[config.mk]
export PLATFORM = sky130hd
export DESIGN_NAME = wdt_guard
export DESIGN_NICKNAME = d
export VERILOG_FILES = /design/src/rtl/wdt_guard_pkg.sv /design/src/rtl/wdt_guard_tick.sv /design/src/rtl/wdt_guard_cnt.sv /design/src/rtl/wdt_guard_ctrl.sv /design/src/rtl/wdt_guard.sv
export SDC_FILE = /design/constraint.sdc
export NUM_CORES = 1
export LEC_CHECK = 0
export BUFFER_PORTS_ARGS = -buffer_cell sky130_fd_sc_hd__clkbuf_2
export CAP_MARGIN = 0
export CORE_ASPECT_RATIO = 1.2
export CORE_MARGIN = 1
export CORE_UTILIZATION = 50
export CTS_CLUSTER_SIZE = 40
export DETAILED_ROUTE_END_ITERATION = 7
export GPL_ROUTABILITY_DRIVEN = 0
export PLACE_DENSITY_LB_ADDON = 0.05
export SLEW_MARGIN = 5
export SYNTH_ARGS = -nofsm -noshare
export SYNTH_HDL_FRONTEND = slang
export SYNTH_SLANG_ARGS = --single-unit
[constraint.sdc]
create_clock -name clk -period 6.15 [get_ports clk]
set_input_delay 1.23 -clock clk [delete_from_list [all_inputs] [get_ports clk]]
set_output_delay 1.23 -clock clk [all_outputs]
set_load 0.1 [all_outputs]
[src/rtl/wdt_guard_pkg.sv]
`timescale 1ns/1ps
package wdt_guard_pkg;

   typedef enum logic [1:0] {
      FLT_NONE = 2'd0,
      FLT_OVF  = 2'd1,
      FLT_MODE = 2'd2,
      FLT_KEY  = 2'd3
   } wdt_fault_e;

   typedef struct packed {
      logic locked;
      logic src_sys;
   } mode_flags_t;

   // Limit an overflow select to the last implemented tap.
   function automatic logic [7:0] clamp_sel(input logic [7:0] sel, input int unsigned n);
      if ({24'd0, sel} >= n) return 8'(n - 1);
      return sel;
   endfunction

endpackage

[src/rtl/wdt_guard_tick.sv]
`timescale 1ns/1ps
module wdt_guard_tick #(
   parameter bit ALLOW_SYS = 1'b1
) (
   input  logic slow_tick,
   input  logic src_sys,
   input  logic strap_fixed,
   input  logic halt_req,
   input  logic stop_req,
   input  logic busy,
   output logic cnt_en
);
   logic use_sys;
   logic frozen;

   if (ALLOW_SYS) begin : g_sel
      assign use_sys = src_sys & ~strap_fixed;
   end else begin : g_slow_only
      assign use_sys = 1'b0;
   end

   // standby freezes the count only when the strap lets the slow base stop
   assign frozen = ~strap_fixed & (halt_req | stop_req);
   assign cnt_en = (use_sys | slow_tick) & ~frozen & ~busy;
endmodule

[src/rtl/wdt_guard_cnt.sv]
`timescale 1ns/1ps
module wdt_guard_cnt
   import wdt_guard_pkg::*;
#(
   parameter int unsigned CNT_W   = 16,
   parameter int unsigned SEL_W   = 3,
   parameter int unsigned TAP_MIN = 11,
   parameter int unsigned TAP_CNT = 6
) (
   input  logic             clk,
   input  logic             rst_n,
   input  logic             en,
   input  logic             clr,
   input  logic [SEL_W-1:0] sel,
   output logic             ovf
);
   localparam int unsigned IDX_W = $clog2(TAP_CNT);

   logic [CNT_W-1:0] cnt_q;
   logic [CNT_W-1:0] lim_tab [TAP_CNT];
   logic [7:0]       sel_c;
   logic [IDX_W-1:0] idx;
   logic [CNT_W-1:0] lim;

   // terminal value of each tap: 2^(TAP_MIN+g) - 1
   for (genvar g = 0; g < TAP_CNT; g++) begin : g_tap
      localparam int unsigned EXP = TAP_MIN + g;
      assign lim_tab[g] = {CNT_W{1'b1}} >> (CNT_W - EXP);
   end

   assign sel_c = clamp_sel(8'(sel), TAP_CNT);
   assign idx   = sel_c[IDX_W-1:0];
   assign lim   = lim_tab[idx];
   // >= also catches a count already past a shorter newly chosen tap
   assign ovf   = en && (cnt_q >= lim);

   always_ff @(posedge clk or negedge rst_n) begin
      if (!rst_n)   cnt_q <= '0;
      else if (clr) cnt_q <= '0;
      else if (en)  cnt_q <= cnt_q + 1'b1;
   end
endmodule

[src/rtl/wdt_guard_ctrl.sv]
`timescale 1ns/1ps
module wdt_guard_ctrl
   import wdt_guard_pkg::*;
#(
   parameter int unsigned SEL_W        = 3,
   parameter int unsigned MODE_CLK_BIT = 4,
   parameter logic [7:0]  KEY          = 8'hAC,
   parameter int unsigned RST_PULSE    = 4,
   parameter int unsigned FLAG_W       = 8,
   parameter int unsigned FLAG_BIT     = 4,
   parameter int unsigned DEF_SEL      = 5
) (
   input  logic              clk,
   input  logic              rst_n,
   input  logic              wr_mode,
   input  logic              wr_key,
   input  logic [7:0]        wr_data,
   input  logic              rd_flag,
   input  logic              ovf,
   output logic [SEL_W-1:0]  sel,
   output logic              src_sys,
   output logic              busy,
   output logic              key_ok,
   output logic              fault,
   output logic              rst_req,
   output logic [FLAG_W-1:0] flag_vec
);
   localparam int unsigned PW = $clog2(RST_PULSE + 1);

   wdt_fault_e       kind;
   mode_flags_t      mflags_q;
   logic             locked_q;
   logic [SEL_W-1:0] sel_q;
   logic [PW-1:0]    pulse_q;
   logic             flag_q;
   logic             accept;

   assign busy    = (pulse_q != '0);
   assign rst_req = busy;
   assign locked_q = mflags_q.locked;

   // fault priority: overflow, then locked mode write, then bad key
   always_comb begin
      kind = FLT_NONE;
      if (!busy) begin
         if (ovf)                            kind = FLT_OVF;
         else if (wr_mode && locked_q)       kind = FLT_MODE;
         else if (wr_key && wr_data != KEY)  kind = FLT_KEY;
      end
   end

   assign fault  = (kind != FLT_NONE);
   assign key_ok = wr_key && !busy && (wr_data == KEY);
   assign accept = wr_mode && !locked_q && !busy && !fault;

   always_ff @(posedge clk or negedge rst_n) begin
      if (!rst_n) begin
         sel_q    <= SEL_W'(DEF_SEL);
         mflags_q <= '0;
      end else if (fault || busy) begin
         sel_q    <= SEL_W'(DEF_SEL);
         mflags_q <= '0;
      end else if (accept) begin
         sel_q            <= wr_data[SEL_W-1:0];
         mflags_q.src_sys <= wr_data[MODE_CLK_BIT];
         mflags_q.locked  <= 1'b1;
      end
   end

   always_ff @(posedge clk or negedge rst_n) begin
      if (!rst_n)      pulse_q <= '0;
      else if (fault)  pulse_q <= PW'(RST_PULSE);
      else if (busy)   pulse_q <= pulse_q - 1'b1;
   end

   // sticky cause: set wins over a simultaneous read
   always_ff @(posedge clk or negedge rst_n) begin
      if (!rst_n)       flag_q <= 1'b0;
      else if (fault)   flag_q <= 1'b1;
      else if (rd_flag) flag_q <= 1'b0;
   end

   always_comb begin
      flag_vec           = '0;
      flag_vec[FLAG_BIT] = flag_q;
   end

   assign sel     = sel_q;
   assign src_sys = mflags_q.src_sys;
endmodule

[src/rtl/wdt_guard.sv]
`timescale 1ns/1ps
module wdt_guard
   import wdt_guard_pkg::*;
#(
   parameter int unsigned CNT_W        = 16,
   parameter int unsigned SEL_W        = 3,
   parameter int unsigned TAP_MIN      = 11,
   parameter int unsigned TAP_CNT      = 6,
   parameter int unsigned MODE_CLK_BIT = 4,
   parameter logic [7:0]  KEY          = 8'hAC,
   parameter int unsigned RST_PULSE    = 4,
   parameter int unsigned FLAG_W       = 8,
   parameter int unsigned FLAG_BIT     = 4,
   parameter bit          ALLOW_SYS    = 1'b1
) (
   input  logic              clk,
   input  logic              rst_n,
   input  logic              slow_tick,
   input  logic              strap_fixed,
   input  logic              halt_req,
   input  logic              stop_req,
   input  logic              wr_mode,
   input  logic              wr_key,
   input  logic [7:0]        wr_data,
   input  logic              rd_flag,
   output logic [FLAG_W-1:0] flag_rdata,
   output logic              rst_req
);
   localparam int unsigned DEF_SEL = TAP_CNT - 1;

   if (TAP_MIN + TAP_CNT - 1 > CNT_W) begin : g_chk_width
      $error("wdt_guard: longest tap exceeds counter width");
   end
   if (TAP_CNT < 2 || TAP_CNT > (1 << SEL_W)) begin : g_chk_taps
      $error("wdt_guard: tap count must fit the select field");
   end
   if (SEL_W > MODE_CLK_BIT || MODE_CLK_BIT > 7) begin : g_chk_fields
      $error("wdt_guard: mode fields overlap or exceed a byte");
   end
   if (FLAG_BIT >= FLAG_W || RST_PULSE < 1 || TAP_MIN < 1) begin : g_chk_misc
      $error("wdt_guard: bad flag position, pulse length or tap base");
   end

   logic [SEL_W-1:0] sel;
   logic             src_sys;
   logic             busy;
   logic             key_ok;
   logic             fault;
   logic             cnt_en;
   logic             ovf;

   wdt_guard_tick #(.ALLOW_SYS(ALLOW_SYS)) u_tick (
      .slow_tick  (slow_tick),
      .src_sys    (src_sys),
      .strap_fixed(strap_fixed),
      .halt_req   (halt_req),
      .stop_req   (stop_req),
      .busy       (busy),
      .cnt_en     (cnt_en)
   );

   wdt_guard_cnt #(
      .CNT_W(CNT_W), .SEL_W(SEL_W), .TAP_MIN(TAP_MIN), .TAP_CNT(TAP_CNT)
   ) u_cnt (
      .clk(clk), .rst_n(rst_n), .en(cnt_en),
      .clr(key_ok | fault | busy), .sel(sel), .ovf(ovf)
   );

   wdt_guard_ctrl #(
      .SEL_W(SEL_W), .MODE_CLK_BIT(MODE_CLK_BIT), .KEY(KEY),
      .RST_PULSE(RST_PULSE), .FLAG_W(FLAG_W), .FLAG_BIT(FLAG_BIT),
      .DEF_SEL(DEF_SEL)
   ) u_ctrl (
      .clk(clk), .rst_n(rst_n), .wr_mode(wr_mode), .wr_key(wr_key),
      .wr_data(wr_data), .rd_flag(rd_flag), .ovf(ovf), .sel(sel),
      .src_sys(src_sys), .busy(busy), .key_ok(key_ok), .fault(fault),
      .rst_req(rst_req), .flag_vec(flag_rdata)
   );
endmodule

==> impl_metrics.csv, run 1 <==
group,metric,value,unit
outcome,status,"finished, final reports clean",
grt,grt_pass1_wl,5.19,mm
detailed_routing,met2_length,1.63,mm
floorplanning,core,2890,µm²
setup_path,worstPathRequired,4920,ps
layout,synthToLayoutAreaGrowth,7.01,%
yosys,synth.most_common_cell,"dfrtp_1",
sta,slew_viol_final,0,
yosys,async_reset_ff_share,100,%
yosys,ys_types,45,
setup_path,setup.worst_path.end_class,"primary output",
power,p_leak,0.707,nW
yosys,syn_avg_cell_area,9.30,µm²
floorplanning,start_util,54.4,%
setup_path,path_max_fanout,6,
grt,grt_pass1_vias,1223,
detailed_routing,dr_total_vias,1274,
sta,fmax,314,MHz
clocking,clock_latency,330,ps
layout,num-nets-final,212,
sta,tightest_slew,664,ps
setup_path,startpoint,"u_ctrl.pulse_q[0]",
detailed_routing,drt_iter0_drc,16,
detailed_routing,drc_errors,0,
clocking,cts_hold_buf,0,
layout,drive_above_1_share,17.7,%
clocking,clk_pin_slew_worst_paths,150,ps
place,placed_cell_area,1650,µm²
floorplanning,io_pins,26,
sta,rsz0062_at_grt,"no",
layout,fin_area,1680,µm²
sta,finalHoldViolCount,0,
power,ir_drop,0.000217,V
run,maxCapViolCount,0,
setup_path,critPathArrivalTime,1960,ps
place,port_buffers,18,
sta,skew,12.6,ps
place,dp_hpwl,2.42,mm
layout,num_antenna_cells,0,
yosys,yosys.area.top_type,"dfrtp_1",
grt,antenna_found_initial,0,
layout,stdcell_count,220,
setup_path,critPathLaunchType,"flip-flop",
floorplanning,rows,21,
clocking,cts_sinks,25,
clocking,cts_setup_buffers,0,
detailed_routing,drt.antenna.violating_nets,0,
power,fin_total_pwr,0.400,mW
setup_path,path_class,"flip-flop to primary output",
floorplanning,die_y,63.4,µm
yosys,yosysWarnings,0,
hold_path,hold_path.class,"flip-flop to flip-flop",
yosys,synth_area_leaders,"dfrtp_1, ha_1, nand2_1",
hold_path,min_from,"u_ctrl.pulse_q[2]",
yosys,synth_top_area_share,36.6,%
detailed_routing,wl_per_cell,14.6,µm
floorplanning,die_w,53.2,µm
clocking,clockBufferDepth,2,
yosys,synth_edf_count,0,
detailed_routing,vias_per_cell,5.79,
clocking,cts_tree,"yes",
yosys,ys.flop_type,"dfrtp_1",
sta,period_share,51.8,%
sta,holdWs,512,ps
sta,setup_viol,0,
sta,tns,0,ps
yosys,syn-cell-area,1570,µm²
grt,grt_start_max_net_pins,26,
yosys,ys_seq_area_share,40.0,%
clocking,ctsHtreeMaxLevel,1,
clocking,cts_buffers,3,
power,power.density,238,nW/µm²
clocking,root_buffer,"clkbuf_4",
floorplanning,dieArea,3370,µm²
detailed_routing,top_layer_used,"met4",
detailed_routing,drt_pass1_iterations,4,
sta,slew_headroom,55.6,%
yosys,ys_top_cells_by_count,"dfrtp_1, nand2_1, a21oi_1",
place,dp_cells,216,
clocking,cts-resized-gates,0,
yosys,synth_seq_cells,25,
sta,fin_crit,3190,ps
detailed_routing,met1_length,1.45,mm
detailed_routing,routed-wl-met3,84,µm
grt,grt-ovfl-total,0,
grt,track_usage,20.8,%
detailed_routing,finalWirelength,3.21,mm
yosys,netlist_instances,169,
setup_path,r2r_start,"u_ctrl.pulse_q[0]",
placed cells by master, fill, tap and decap left out, types with 2 or more instances in the layout:
cell,instances
nor3b_1,3
nand4_1,2
xnor2_1,7
nor3_1,6
nand3_1,9
dfstp_2,2
nand2_1,18
dfrtp_1,23
inv_1,7
a21oi_1,11
clkbuf_2,18
nor4_1,2
clkbuf_4,3
and4_4,2
nor2b_1,8
conb_1,7
ha_1,8
a31oi_1,3
o21ai_0,7
or4_1,4
o211ai_1,2
nor2_1,10
mux2i_1,3
metal layers:
metal	up-vias	GRT usage, %
met5	-	0
met4	0	8.88
met3	7	2.42
met2	24	36.1
met1	615	24.8
li1	628	-
power breakdown:
group          switching (mW)  leakage, nW  internal [mW]
Clock                  0.0536       0.0177         0.0245
Combinational          0.0994        0.354         0.0332
Sequential            0.00968        0.334          0.180
Total                   0.163        0.707          0.238
path summary, 6_finish.rpt:
path                                      to  slack (ps)  cells past startpoint
setup reg to reg              u_cnt.cnt_q[7]        3840                      6
min in group asynchronous    u_cnt.cnt_q[13]         880                      1
setup / recovery                     rst_req        2960                      5
hold / removal             u_ctrl.pulse_q[2]         510                      1
max in group asynchronous     u_cnt.cnt_q[6]        4840                      1
hold reg to reg            u_ctrl.pulse_q[2]         510                      1
layout make-up:
type,count,area (µm²)
clock buffer,3,22.5
clock inverter,1,5.00
fill,273,1210
inverter,7,26.3
multi-input combinational,132,867
sequential,25,628
tap,34,42.5
timing repair buffer,18,90.1
cell families (layout without fill, tap and decap cells):
logic type / after synthesis / after routing / synth area share (%)
other: 1 / 7 / 0.239
xor gates and xnor gates: 7 / 7 / 3.90
DFF: 25 / 25 / 40.0
AOI/OAI and AO/OA: 36 / 36 / 16.6
muxes: 4 / 4 / 2.63
adders and majority gates: 8 / 8 / 6.37
buffers and inverters: 18 / 29 / 6.29
and+or+nand+nor: 70 / 70 / 24.0
critical path, stage by stage, from the launching register on:
cell and delay, ps:
dfrtp_1 410, inv_1 80, ha_1 160, nor2b_1 390, inv_1 170, clkbuf_2 400
flip-flops by register name, summed over array words and instances (netlist names):
name and flops:
u_cnt.cnt_q 16, u_ctrl.pulse_q 3, u_ctrl.sel 3, u_ctrl.flag_q 1, u_ctrl.locked_q 1, u_ctrl.src_sys 1
through the flow:
step           utilization (%)  setup slack [ps]
2_1_floorplan                -              3460
3_3_place_gp              57.2              3360
3_5_place_dp              57.2              3330
4_1_cts                   58.2              2940
5_1_grt                   58.2              2840
6_report                  58.2              2960
No activity file was read; power rests on OpenSTA's default activity.
==> inputs of run 2 (changes only) <==
==> constraint.sdc (replaced) <==
create_clock -name clk -period 2.8 [get_ports clk]
set_input_delay 0.56 -clock clk [delete_from_list [all_inputs] [get_ports clk]]
set_output_delay 0.56 -clock clk [all_outputs]
set_load 0.1 [all_outputs]
==> run 2 against run 1 <==
Hold slack lost 280 ps; critical endpoint unchanged; sequential power grew 120%; first-iteration DRC count shrank 19%; die area is the same; routed wire length shrank 1.8%; cell area is essentially flat; highest routed layer unchanged; final cell count is the same; global-route usage grew 0.94 points; total power grew 120%; count of clock-buffer cells in the layout grew 1; sequential cell count is the same; setup slack lost 2600 ps.
==> impl_metrics.csv, run 2 (synthesis results as in run 1) <==
group,metric,value,unit
outcome,status,"finished, final reports clean",
hold_path,hold_path.class,"primary input to asynchronous set/reset pin",
clocking,cts_hold_buf,0,
floorplanning,die_w,53.2,µm
place,placed_cell_area,1650,µm²
setup_path,path_max_fanout,6,
layout,final_cell_mix,"dfrtp_1, nand2_1, clkbuf_2",
clocking,clock_latency,310,ps
detailed_routing,finalWirelength,3.15,mm
power,fin_total_pwr,0.864,mW
sta,rsz0062_at_grt,"no",
layout,largest_register_ffs,16,
grt,antenna_found_initial,0,
sta,tightest_slew,656,ps
sta,finalHoldViolCount,0,
grt,grt_pass1_vias,1240,
sta,skew,7.71,ps
floorplanning,core,2890,µm²
power,power.density,514,nW/µm²
sta,fmax,402,MHz
sta,slew_viol_final,0,
clocking,clk_pin_slew_worst_paths,130,ps
layout,synthToLayoutAreaGrowth,6.93,%
detailed_routing,vias_per_cell,5.78,
floorplanning,start_util,54.4,%
clocking,cts_setup_buffers,0,
detailed_routing,wl_per_cell,14.3,µm
setup_path,critPathArrivalTime,1930,ps
clocking,cts_tree,"yes",
grt,grt_start_max_net_pins,26,
setup_path,path_class,"flip-flop to primary output",
detailed_routing,drt_pass1_iterations,4,
floorplanning,rows,21,
detailed_routing,drt_iter0_drc,13,
place,dp_hpwl,2.42,mm
floorplanning,die_y,63.4,µm
grt,grt_pass1_wl,5.45,mm
clocking,root_buffer,"clkbuf_4",
setup_path,setup.worst_path.end_class,"primary output",
sta,slew_headroom,56.1,%
clocking,clockBufferDepth,2,
layout,num_antenna_cells,0,
place,port_buffers,18,
floorplanning,io_pins,26,
sta,setup_viol,0,
power,p_leak,0.704,nW
grt,track_usage,21.7,%
sta,fin_crit,2490,ps
clocking,ctsHtreeMaxLevel,1,
sta,period_share,88.8,%
detailed_routing,drc_errors,0,
clocking,cts-resized-gates,0,
layout,fin_area,1680,µm²
setup_path,critPathLaunchType,"flip-flop",
grt,grt-ovfl-total,0,
detailed_routing,drt.antenna.violating_nets,0,
layout,final_common_cell,"dfrtp_1",
run,maxCapViolCount,0,
setup_path,r2r_cells,6,
sta,holdWs,232,ps
clocking,cts_sinks,25,
power,ir_drop,0.000494,V
clocking,cts_buffers,3,
layout,largest_register,"u_cnt.cnt_q",
floorplanning,dieArea,3370,µm²
sta,tns,0,ps
setup_path,worstPathRequired,2240,ps
layout,num-nets-final,212,
layout,drive_above_1_share,17.2,%
detailed_routing,dr_total_vias,1271,
[run 2: changes by cell type in the layout (fill, tap and decap cells not counted), sizes merged]
cell and delta:
clkinv -1, clkbuf +1
[run 2: final timing paths]
check	startpoint	end	slack, ps
hold reg to reg	u_ctrl.pulse_q[2]	u_ctrl.pulse_q[2]	510
setup / recovery	u_ctrl.pulse_q[0]	rst_req	310
setup reg to reg	u_ctrl.pulse_q[0]	u_cnt.cnt_q[7]	520
hold / removal	rst_n	u_cnt.cnt_q[12]	230
min in group clk	wr_data[2]	u_ctrl.sel[2]	460
max in group asynchronous	rst_n	u_cnt.cnt_q[1]	2150
[run 2: power by group]
group	internal, mW	leakage, nW	switching [mW]
combinational	0.0729	0.354	0.218
clock	0.0557	0.0150	0.101
sequential	0.395	0.334	0.0209
total	0.524	0.704	0.340
[run 2: final cells by class]
cell class | count | area, µm²
Multi-Input combinational cell | 132 | 867
Clock buffer | 4 | 26.3
Timing Repair Buffer | 18 | 90.1
Sequential cell | 25 | 628
Tap cell | 34 | 42.5
Inverter | 7 | 26.3
Fill cell | 263 | 1210
[run 2: layer usage]
metal	track usage [%]	vias up	share of wire [%]
li1	-	632	-
met1	26.9	612	45
met2	37.5	25	52
met3	3.38	2	3.0
met4	6.58	0	0.60
met5	0	-	0
[run 2: metrics by stage]
step           setup WS [ps]  utilization [%]  cells
2_1_floorplan            615                -    175
3_3_place_gp             597             57.2    216
3_5_place_dp             539             57.2    216
4_1_cts                  309             58.1    220
5_1_grt                  188             58.1    220
6_report                 313             58.1    220
[run 2: critical path, cell delays in order (launching register included)]
cell      delay (ps)
dfrtp_1          400
inv_1             80
ha_1             160
nor2b_1          400
inv_1            170
clkbuf_2         400
